<file path="src/rtl/dma_irq_pkg.sv">
package dma_irq_pkg;

   // configuration word bit positions consumed by this block
   localparam int unsigned CFG_BIT_TC_IE  = 15;
   localparam int unsigned CFG_BIT_ERR_IE = 14;
   localparam int unsigned CFG_BIT_CH_EN  = 0;

   // register word offsets
   localparam int unsigned WOFF_MASKED_ALL = 0;
   localparam int unsigned WOFF_MASKED_TC  = 1;
   localparam int unsigned WOFF_CLEAR_TC   = 2;
   localparam int unsigned WOFF_MASKED_ERR = 3;
   localparam int unsigned WOFF_CLEAR_ERR  = 4;
   localparam int unsigned WOFF_RAW_TC     = 5;
   localparam int unsigned WOFF_RAW_ERR    = 6;
   localparam int unsigned WOFF_EN_MAP     = 7;

   typedef enum logic [2:0] {
      RSEL_NONE,
      RSEL_ALL,
      RSEL_TC,
      RSEL_ERR,
      RSEL_RAW_TC,
      RSEL_RAW_ERR,
      RSEL_EN_MAP
   } rsel_e;

endpackage

</file>
<file path="src/rtl/dma_irq_cfg_tap.sv">
module dma_irq_cfg_tap #(
   parameter int unsigned NUM_CH  = 8,
   parameter int unsigned CFG_W   = 32,
   parameter int unsigned TC_BIT  = 15,
   parameter int unsigned ERR_BIT = 14,
   parameter int unsigned EN_BIT  = 0
) (
   input  logic [NUM_CH*CFG_W-1:0] ch_cfg,
   output logic [NUM_CH-1:0]       tc_mask,
   output logic [NUM_CH-1:0]       err_mask,
   output logic [NUM_CH-1:0]       ch_en
);

   if (TC_BIT >= CFG_W || ERR_BIT >= CFG_W || EN_BIT >= CFG_W) begin : g_bad_bits
      $error("dma_irq_cfg_tap: tap bit outside configuration word");
   end

   for (genvar c = 0; c < NUM_CH; c++) begin : g_ch
      localparam int unsigned BASE = c * CFG_W;
      assign tc_mask[c]  = ch_cfg[BASE + TC_BIT];
      assign err_mask[c] = ch_cfg[BASE + ERR_BIT];
      assign ch_en[c]    = ch_cfg[BASE + EN_BIT];
   end

   logic unused_cfg_bits;
   assign unused_cfg_bits = ^ch_cfg;

endmodule

</file>
<file path="src/rtl/dma_irq_flag_bank.sv">
module dma_irq_flag_bank #(
   parameter int unsigned NUM_CH   = 8,
   parameter bit          SET_WINS = 1'b1
) (
   input  logic              clk,
   input  logic              rst_n,
   input  logic [NUM_CH-1:0] set_pulse,
   input  logic [NUM_CH-1:0] clr_bits,
   output logic [NUM_CH-1:0] flags
);

   logic [NUM_CH-1:0] flags_nxt;

   for (genvar c = 0; c < NUM_CH; c++) begin : g_flag
      if (SET_WINS) begin : g_set_first
         assign flags_nxt[c] = set_pulse[c] | (flags[c] & ~clr_bits[c]);
      end else begin : g_clr_first
         assign flags_nxt[c] = (flags[c] | set_pulse[c]) & ~clr_bits[c];
      end

      always_ff @(posedge clk or negedge rst_n) begin
         if (!rst_n) begin
            flags[c] <= 1'b0;
         end else begin
            flags[c] <= flags_nxt[c];
         end
      end
   end

endmodule

</file>
<file path="src/rtl/dma_irq_reg_decode.sv">
module dma_irq_reg_decode
   import dma_irq_pkg::*;
#(
   parameter int unsigned OFF_W = 8
) (
   input  logic             reg_wr,
   input  logic [OFF_W-1:0] reg_off,
   output rsel_e            rsel,
   output logic             clr_tc_en,
   output logic             clr_err_en
);

   if (OFF_W < 3) begin : g_bad_off
      $error("dma_irq_reg_decode: OFF_W must cover eight words");
   end

   always_comb begin
      rsel = RSEL_NONE;
      if (reg_off == OFF_W'(WOFF_MASKED_ALL)) rsel = RSEL_ALL;
      if (reg_off == OFF_W'(WOFF_MASKED_TC))  rsel = RSEL_TC;
      if (reg_off == OFF_W'(WOFF_MASKED_ERR)) rsel = RSEL_ERR;
      if (reg_off == OFF_W'(WOFF_RAW_TC))     rsel = RSEL_RAW_TC;
      if (reg_off == OFF_W'(WOFF_RAW_ERR))    rsel = RSEL_RAW_ERR;
      if (reg_off == OFF_W'(WOFF_EN_MAP))     rsel = RSEL_EN_MAP;
   end

   assign clr_tc_en  = reg_wr && (reg_off == OFF_W'(WOFF_CLEAR_TC));
   assign clr_err_en = reg_wr && (reg_off == OFF_W'(WOFF_CLEAR_ERR));

endmodule

</file>
<file path="src/rtl/dma_irq_rd_mux.sv">
module dma_irq_rd_mux
   import dma_irq_pkg::*;
#(
   parameter int unsigned NUM_CH = 8,
   parameter int unsigned DATA_W = 32
) (
   input  rsel_e             rsel,
   input  logic [NUM_CH-1:0] tc_masked,
   input  logic [NUM_CH-1:0] err_masked,
   input  logic [NUM_CH-1:0] tc_raw,
   input  logic [NUM_CH-1:0] err_raw,
   input  logic [NUM_CH-1:0] ch_en,
   output logic [DATA_W-1:0] rdata
);

   logic [NUM_CH-1:0] pick;

   always_comb begin
      unique case (rsel)
         RSEL_ALL:     pick = tc_masked | err_masked;
         RSEL_TC:      pick = tc_masked;
         RSEL_ERR:     pick = err_masked;
         RSEL_RAW_TC:  pick = tc_raw;
         RSEL_RAW_ERR: pick = err_raw;
         RSEL_EN_MAP:  pick = ch_en;
         default:      pick = '0;
      endcase
   end

   if (DATA_W > NUM_CH) begin : g_pad
      assign rdata = {{(DATA_W-NUM_CH){1'b0}}, pick};
   end else begin : g_exact
      assign rdata = pick;
   end

endmodule

</file>
<file path="src/rtl/dma_irq_ctrl.sv">
module dma_irq_ctrl
   import dma_irq_pkg::*;
#(
   parameter int unsigned NUM_CH   = 8,
   parameter int unsigned CFG_W    = 32,
   parameter int unsigned DATA_W   = 32,
   parameter int unsigned OFF_W    = 8,
   parameter bit          SET_WINS = 1'b1
) (
   input  logic                    clk,
   input  logic                    rst_n,
   input  logic                    reg_wr,
   input  logic [OFF_W-1:0]        reg_off,
   input  logic [DATA_W-1:0]       reg_wdata,
   output logic [DATA_W-1:0]       reg_rdata,
   input  logic [NUM_CH-1:0]       tc_set,
   input  logic [NUM_CH-1:0]       err_set,
   input  logic [NUM_CH*CFG_W-1:0] ch_cfg,
   output logic                    irq
);

   if (!(NUM_CH == 8 || NUM_CH == 2)) begin : g_bad_ch
      $error("dma_irq_ctrl: NUM_CH must be 8 or 2");
   end
   if (DATA_W < NUM_CH) begin : g_bad_data
      $error("dma_irq_ctrl: DATA_W narrower than channel count");
   end

   logic [NUM_CH-1:0] tc_mask, err_mask, ch_en;
   logic [NUM_CH-1:0] tc_flags, err_flags;
   logic [NUM_CH-1:0] tc_clr, err_clr;
   logic [NUM_CH-1:0] tc_masked, err_masked;
   logic              clr_tc_en, clr_err_en;
   rsel_e             rsel;

   dma_irq_cfg_tap #(
      .NUM_CH (NUM_CH),
      .CFG_W  (CFG_W),
      .TC_BIT (CFG_BIT_TC_IE),
      .ERR_BIT(CFG_BIT_ERR_IE),
      .EN_BIT (CFG_BIT_CH_EN)
   ) u_cfg_tap (
      .ch_cfg  (ch_cfg),
      .tc_mask (tc_mask),
      .err_mask(err_mask),
      .ch_en   (ch_en)
   );

   dma_irq_reg_decode #(
      .OFF_W(OFF_W)
   ) u_decode (
      .reg_wr    (reg_wr),
      .reg_off   (reg_off),
      .rsel      (rsel),
      .clr_tc_en (clr_tc_en),
      .clr_err_en(clr_err_en)
   );

   assign tc_clr  = clr_tc_en  ? reg_wdata[NUM_CH-1:0] : '0;
   assign err_clr = clr_err_en ? reg_wdata[NUM_CH-1:0] : '0;

   dma_irq_flag_bank #(
      .NUM_CH  (NUM_CH),
      .SET_WINS(SET_WINS)
   ) u_tc_bank (
      .clk      (clk),
      .rst_n    (rst_n),
      .set_pulse(tc_set),
      .clr_bits (tc_clr),
      .flags    (tc_flags)
   );

   dma_irq_flag_bank #(
      .NUM_CH  (NUM_CH),
      .SET_WINS(SET_WINS)
   ) u_err_bank (
      .clk      (clk),
      .rst_n    (rst_n),
      .set_pulse(err_set),
      .clr_bits (err_clr),
      .flags    (err_flags)
   );

   assign tc_masked  = tc_flags & tc_mask;
   assign err_masked = err_flags & err_mask;
   assign irq        = |(tc_masked | err_masked);

   dma_irq_rd_mux #(
      .NUM_CH(NUM_CH),
      .DATA_W(DATA_W)
   ) u_rd_mux (
      .rsel      (rsel),
      .tc_masked (tc_masked),
      .err_masked(err_masked),
      .tc_raw    (tc_flags),
      .err_raw   (err_flags),
      .ch_en     (ch_en),
      .rdata     (reg_rdata)
   );

   logic unused_wdata;
   assign unused_wdata = ^reg_wdata;

endmodule

</file>
<file path="config.mk">
export PLATFORM = sky130hd
export DESIGN_NAME = dma_irq_ctrl
export DESIGN_NICKNAME = d
export VERILOG_FILES = /design/src/rtl/dma_irq_pkg.sv /design/src/rtl/dma_irq_cfg_tap.sv /design/src/rtl/dma_irq_flag_bank.sv /design/src/rtl/dma_irq_reg_decode.sv /design/src/rtl/dma_irq_rd_mux.sv /design/src/rtl/dma_irq_ctrl.sv
export SDC_FILE = /design/constraint.sdc
export NUM_CORES = 1
export LEC_CHECK = 0
export BUFFER_PORTS_ARGS = -buffer_cell sky130_fd_sc_hd__clkbuf_2
export CAP_MARGIN = 20
export CORE_AREA = 5 5 133 135
export DETAILED_ROUTE_END_ITERATION = 6
export DIE_AREA = 0 0 138 140
export HOLD_SLACK_MARGIN = 0.15
export PLACE_DENSITY_LB_ADDON = 0.2
export SYNTH_ARGS = -nofsm -noshare
export SYNTH_HDL_FRONTEND = slang
export SYNTH_HIERARCHICAL = 1
export SYNTH_SLANG_ARGS = --single-unit
</file>
<file path="constraint.sdc">
create_clock -name clk -period 3.05 [get_ports clk]
set_clock_uncertainty 0.1 [all_clocks]
set_input_delay 0.1525 -clock clk [delete_from_list [all_inputs] [get_ports clk]]
set_output_delay 0.1525 -clock clk [all_outputs]
set_load 0.01 [all_outputs]
</file>
==> results by group <==
Outcome
  – Status: finished clean

Place
  – PortBufs: 67
  – DP HPWL: 5.28 mm
  – DP Worst Slack: 890 ps
  – Gpl congestion: 0.758

Logic synthesis
  – Unique masters post-synth: 38
  – Synthesized cell area: 1750 sq um
  – Flops & latches, synth: 16
  – Register area share after synthesis: 22.8%
  – Post-Syn Area per Cell: 8.23 sq um
  – Cells after Synth: 213
  – Total number of yosys warnings: 6

Power
  – Comb pwr share: 20.4%
  – Worst VDD drop: 0.138 mV
  – Sequential share of power: 35.9%
  – Power share of the clock group: 43.7%
  – Switching share of power: 25.0%
  – Internal Power: 0.445 mW
  – Pwr dens: 254 nW/um^2
  – Switching Power: 0.149 mW
  – Pleak: 0.925 nW

Final layout
  – Nets: 593
  – Syn-to-layout area delta: 33.1%
  – N_diodes: 0
  – Share of layout cells above drive strength 1: 32.2%

Timing
  – Worst-Margin Slew: 595 ps
  – RSZ-0062 raised after global routing: false
  – Setup TNS: 0 ps
  – Relative slew slack: 60.0%
  – Fin crit period: 2310 ps
  – Max Fclk: 0.432 GHz
  – Max Slew Vio Count: 0
  – Final setup viols: 0
  – Crit share post-route: 75.8%
  – Final hold viol count: 0
  – Slack of the critical path: 737 ps

Worst setup path
  – CP max FO: 3
  – Crit path kind: reg2out
  – Crit path launch type: flop
  – CP Capture Type: output pin
  – Arrival time worst endpoint: 2060 ps
  – Required time worst endpoint: 2800 ps

Clock tree
  – # clock sinks: 16
  – CTS tree: done
  – Clock Latency Late Sink: 240 ps
  – Root Driver: clkbuf_16
  – Inserted Clock Buffers: 3
  – H-tree Lvls: 1
  – Clk slew on worst S/H paths: 50 ps
  – CTS Buffer Depth: 2

Global routing
  – Initial antenna violation count: 0
  – First-pass GRT wire length: 9.56 mm
  – Gr ovfl total: 0
  – Total track usage: 6.31%
  – Pin count of the biggest net entering global routing: 20
  – Number of global-route vias before repair: 1664

Detailed routing
  – Drt pass-1 iters: 4
  – Via count: 1509
  – WL per Instance: 12.5 um
  – Final WL: 6.20 mm
  – DR iter-0 viols: 28
  – Routed Antenna Nets: 0
  – Average vias per placed instance: 3.04
  – DR DRC count: 0

Hold path
  – Worst min path class: in2reg

Die
  – Initial Util: 10.7%
  – Full die area: 19300 sq um
  – Top-Level Pins: 348
  – Die X-Extent: 138 um
  – Rows: 47
  – Core area: 16300 sq um
  – Die Ht: 140 um

Flow run
  – Max-Cap Viols: 0
final cells by class:
cell class / count / area (sq um)
clock buffers: 3 / 75.1
multi-input cells: 149 / 968
inverters: 19 / 71.3
flip-flops and latches: 16 / 400
well taps: 220 / 275
fillers: 1958 / 14000
repair buffers: 89 / 543
power groups by stage:
stage	combinational [mW]	clock [mW]	sequential [mW]
6_report	0.121	0.260	0.213
5_1_grt	0.138	0.287	0.213
4_1_cts	0.124	0.274	0.213
3_5_place_dp	0.105	0	0.217
3_3_place_gp	0.106	0	0.217
2_1_floorplan	0.0896	0	0.217
final timing paths:
path | cells after the start | endpoint | startpoint | slack (ps)
min reg2reg | 1 | u_tc_bank/flags[3] | u_tc_bank/flags[3] | 400
min in group asynchronous | 2 | u_err_bank/flags[1] | rst_n | 290
min | 4 | u_tc_bank/flags[6] | reg_wdata[6] | 190
max in group asynchronous | 2 | u_err_bank/flags[5] | rst_n | 2230
max | 4 | irq | u_tc_bank/flags[0] | 740
max reg2reg | 1 | u_tc_bank/flags[1] | u_tc_bank/flags[1] | 2280
cells by family (layout without fill, tap and decap cells):
kind of cell / Yosys count / after routing / synth area share, %
compound gates: 42 / 42 / 17.1
flops: 16 / 16 / 22.8
xor+xnor: 1 / 1 / 0.500
mux: 13 / 13 / 8.49
buf+inv: 71 / 111 / 26.8
other cells: 1 / 24 / 0.214
simple gates: 69 / 69 / 24.1
metal layers:
metal  wire length, um  vias up  GRT usage, %
met5                 0        -             0
met4                42        0          1.09
met3               482        4          2.04
met2              2510       64          9.43
met1              3170      671          8.99
li1                  -      770             -
state kept, by name (all words and copies together), names as in the netlist:
| name | cells |
|---|---|
| u_err_bank/flags | 8 |
| u_tc_bank/flags | 8 |
stage by stage:
step                hold WS, ps  power, mW  cell area (sq um)  utilization [%]  cells
floorplan                  -243      0.306               1840                -    236
global placement           59.6      0.322               2090             12.8    476
detailed placement         49.0      0.322               2090             12.8    476
CTS                         185      0.610               2330             14.3    496
global route                204      0.637               2330             14.3    496
finish                      189      0.594               2330             14.3    496
cells in the mapped netlist, drive strengths merged:
library cell / number / area [sq um]
buf: 52 / 399
and2: 32 / 203
inv: 19 / 71.3
a21o: 16 / 120
dfrtp: 16 / 400
nand2: 15 / 58.8
mux2: 12 / 139
o21ai: 8 / 40.0
a32oi: 6 / 52.6
a21oi: 5 / 25.0
or4: 5 / 37.5
and2b: 4 / 32.5
nor2: 4 / 15.0
nor2b: 3 / 18.8
a221oi: 2 / 23.8
a31oi: 2 / 12.5
nor4: 2 / 25.0
conb: 1 / 3.75
mux2i: 1 / 10.0
nand3b: 1 / 7.51
nor3: 1 / 10.0
o2111ai: 1 / 8.76
o21a: 1 / 7.51
o311ai: 1 / 8.76
or2b: 1 / 7.51
or3: 1 / 6.26
xor2: 1 / 8.76
cells in the final DEF (no fill, tap or decap), drive strengths merged, types with 6 or more instances in the layout:
| cell | n |
|---|---|
| clkbuf | 70 |
| and2 | 32 |
| conb | 24 |
| inv | 19 |
| dlygate4sd3 | 17 |
| a21o | 16 |
| dfrtp | 16 |
| nand2 | 15 |
| mux2 | 12 |
| o21ai | 8 |
| a32oi | 6 |
critical path: stages, from the launching register on:
cell	delay, ps
dfrtp_1	390
and2_1	190
or4_1	560
or4_1	520
clkbuf_2	160
what timing repair did:
| action | in CTS | in global routing |
|---|---|---|
| endpoints found under the hold margin | 32 | 0 |
| hold buffers | 17 | 0 |
| buffers inserted | 0 | 0 |
| gates resized for setup | 0 | 0 |
| setup endpoints to repair | 0 | 0 |
Note: power is estimated with default switching activity, not from simulation.
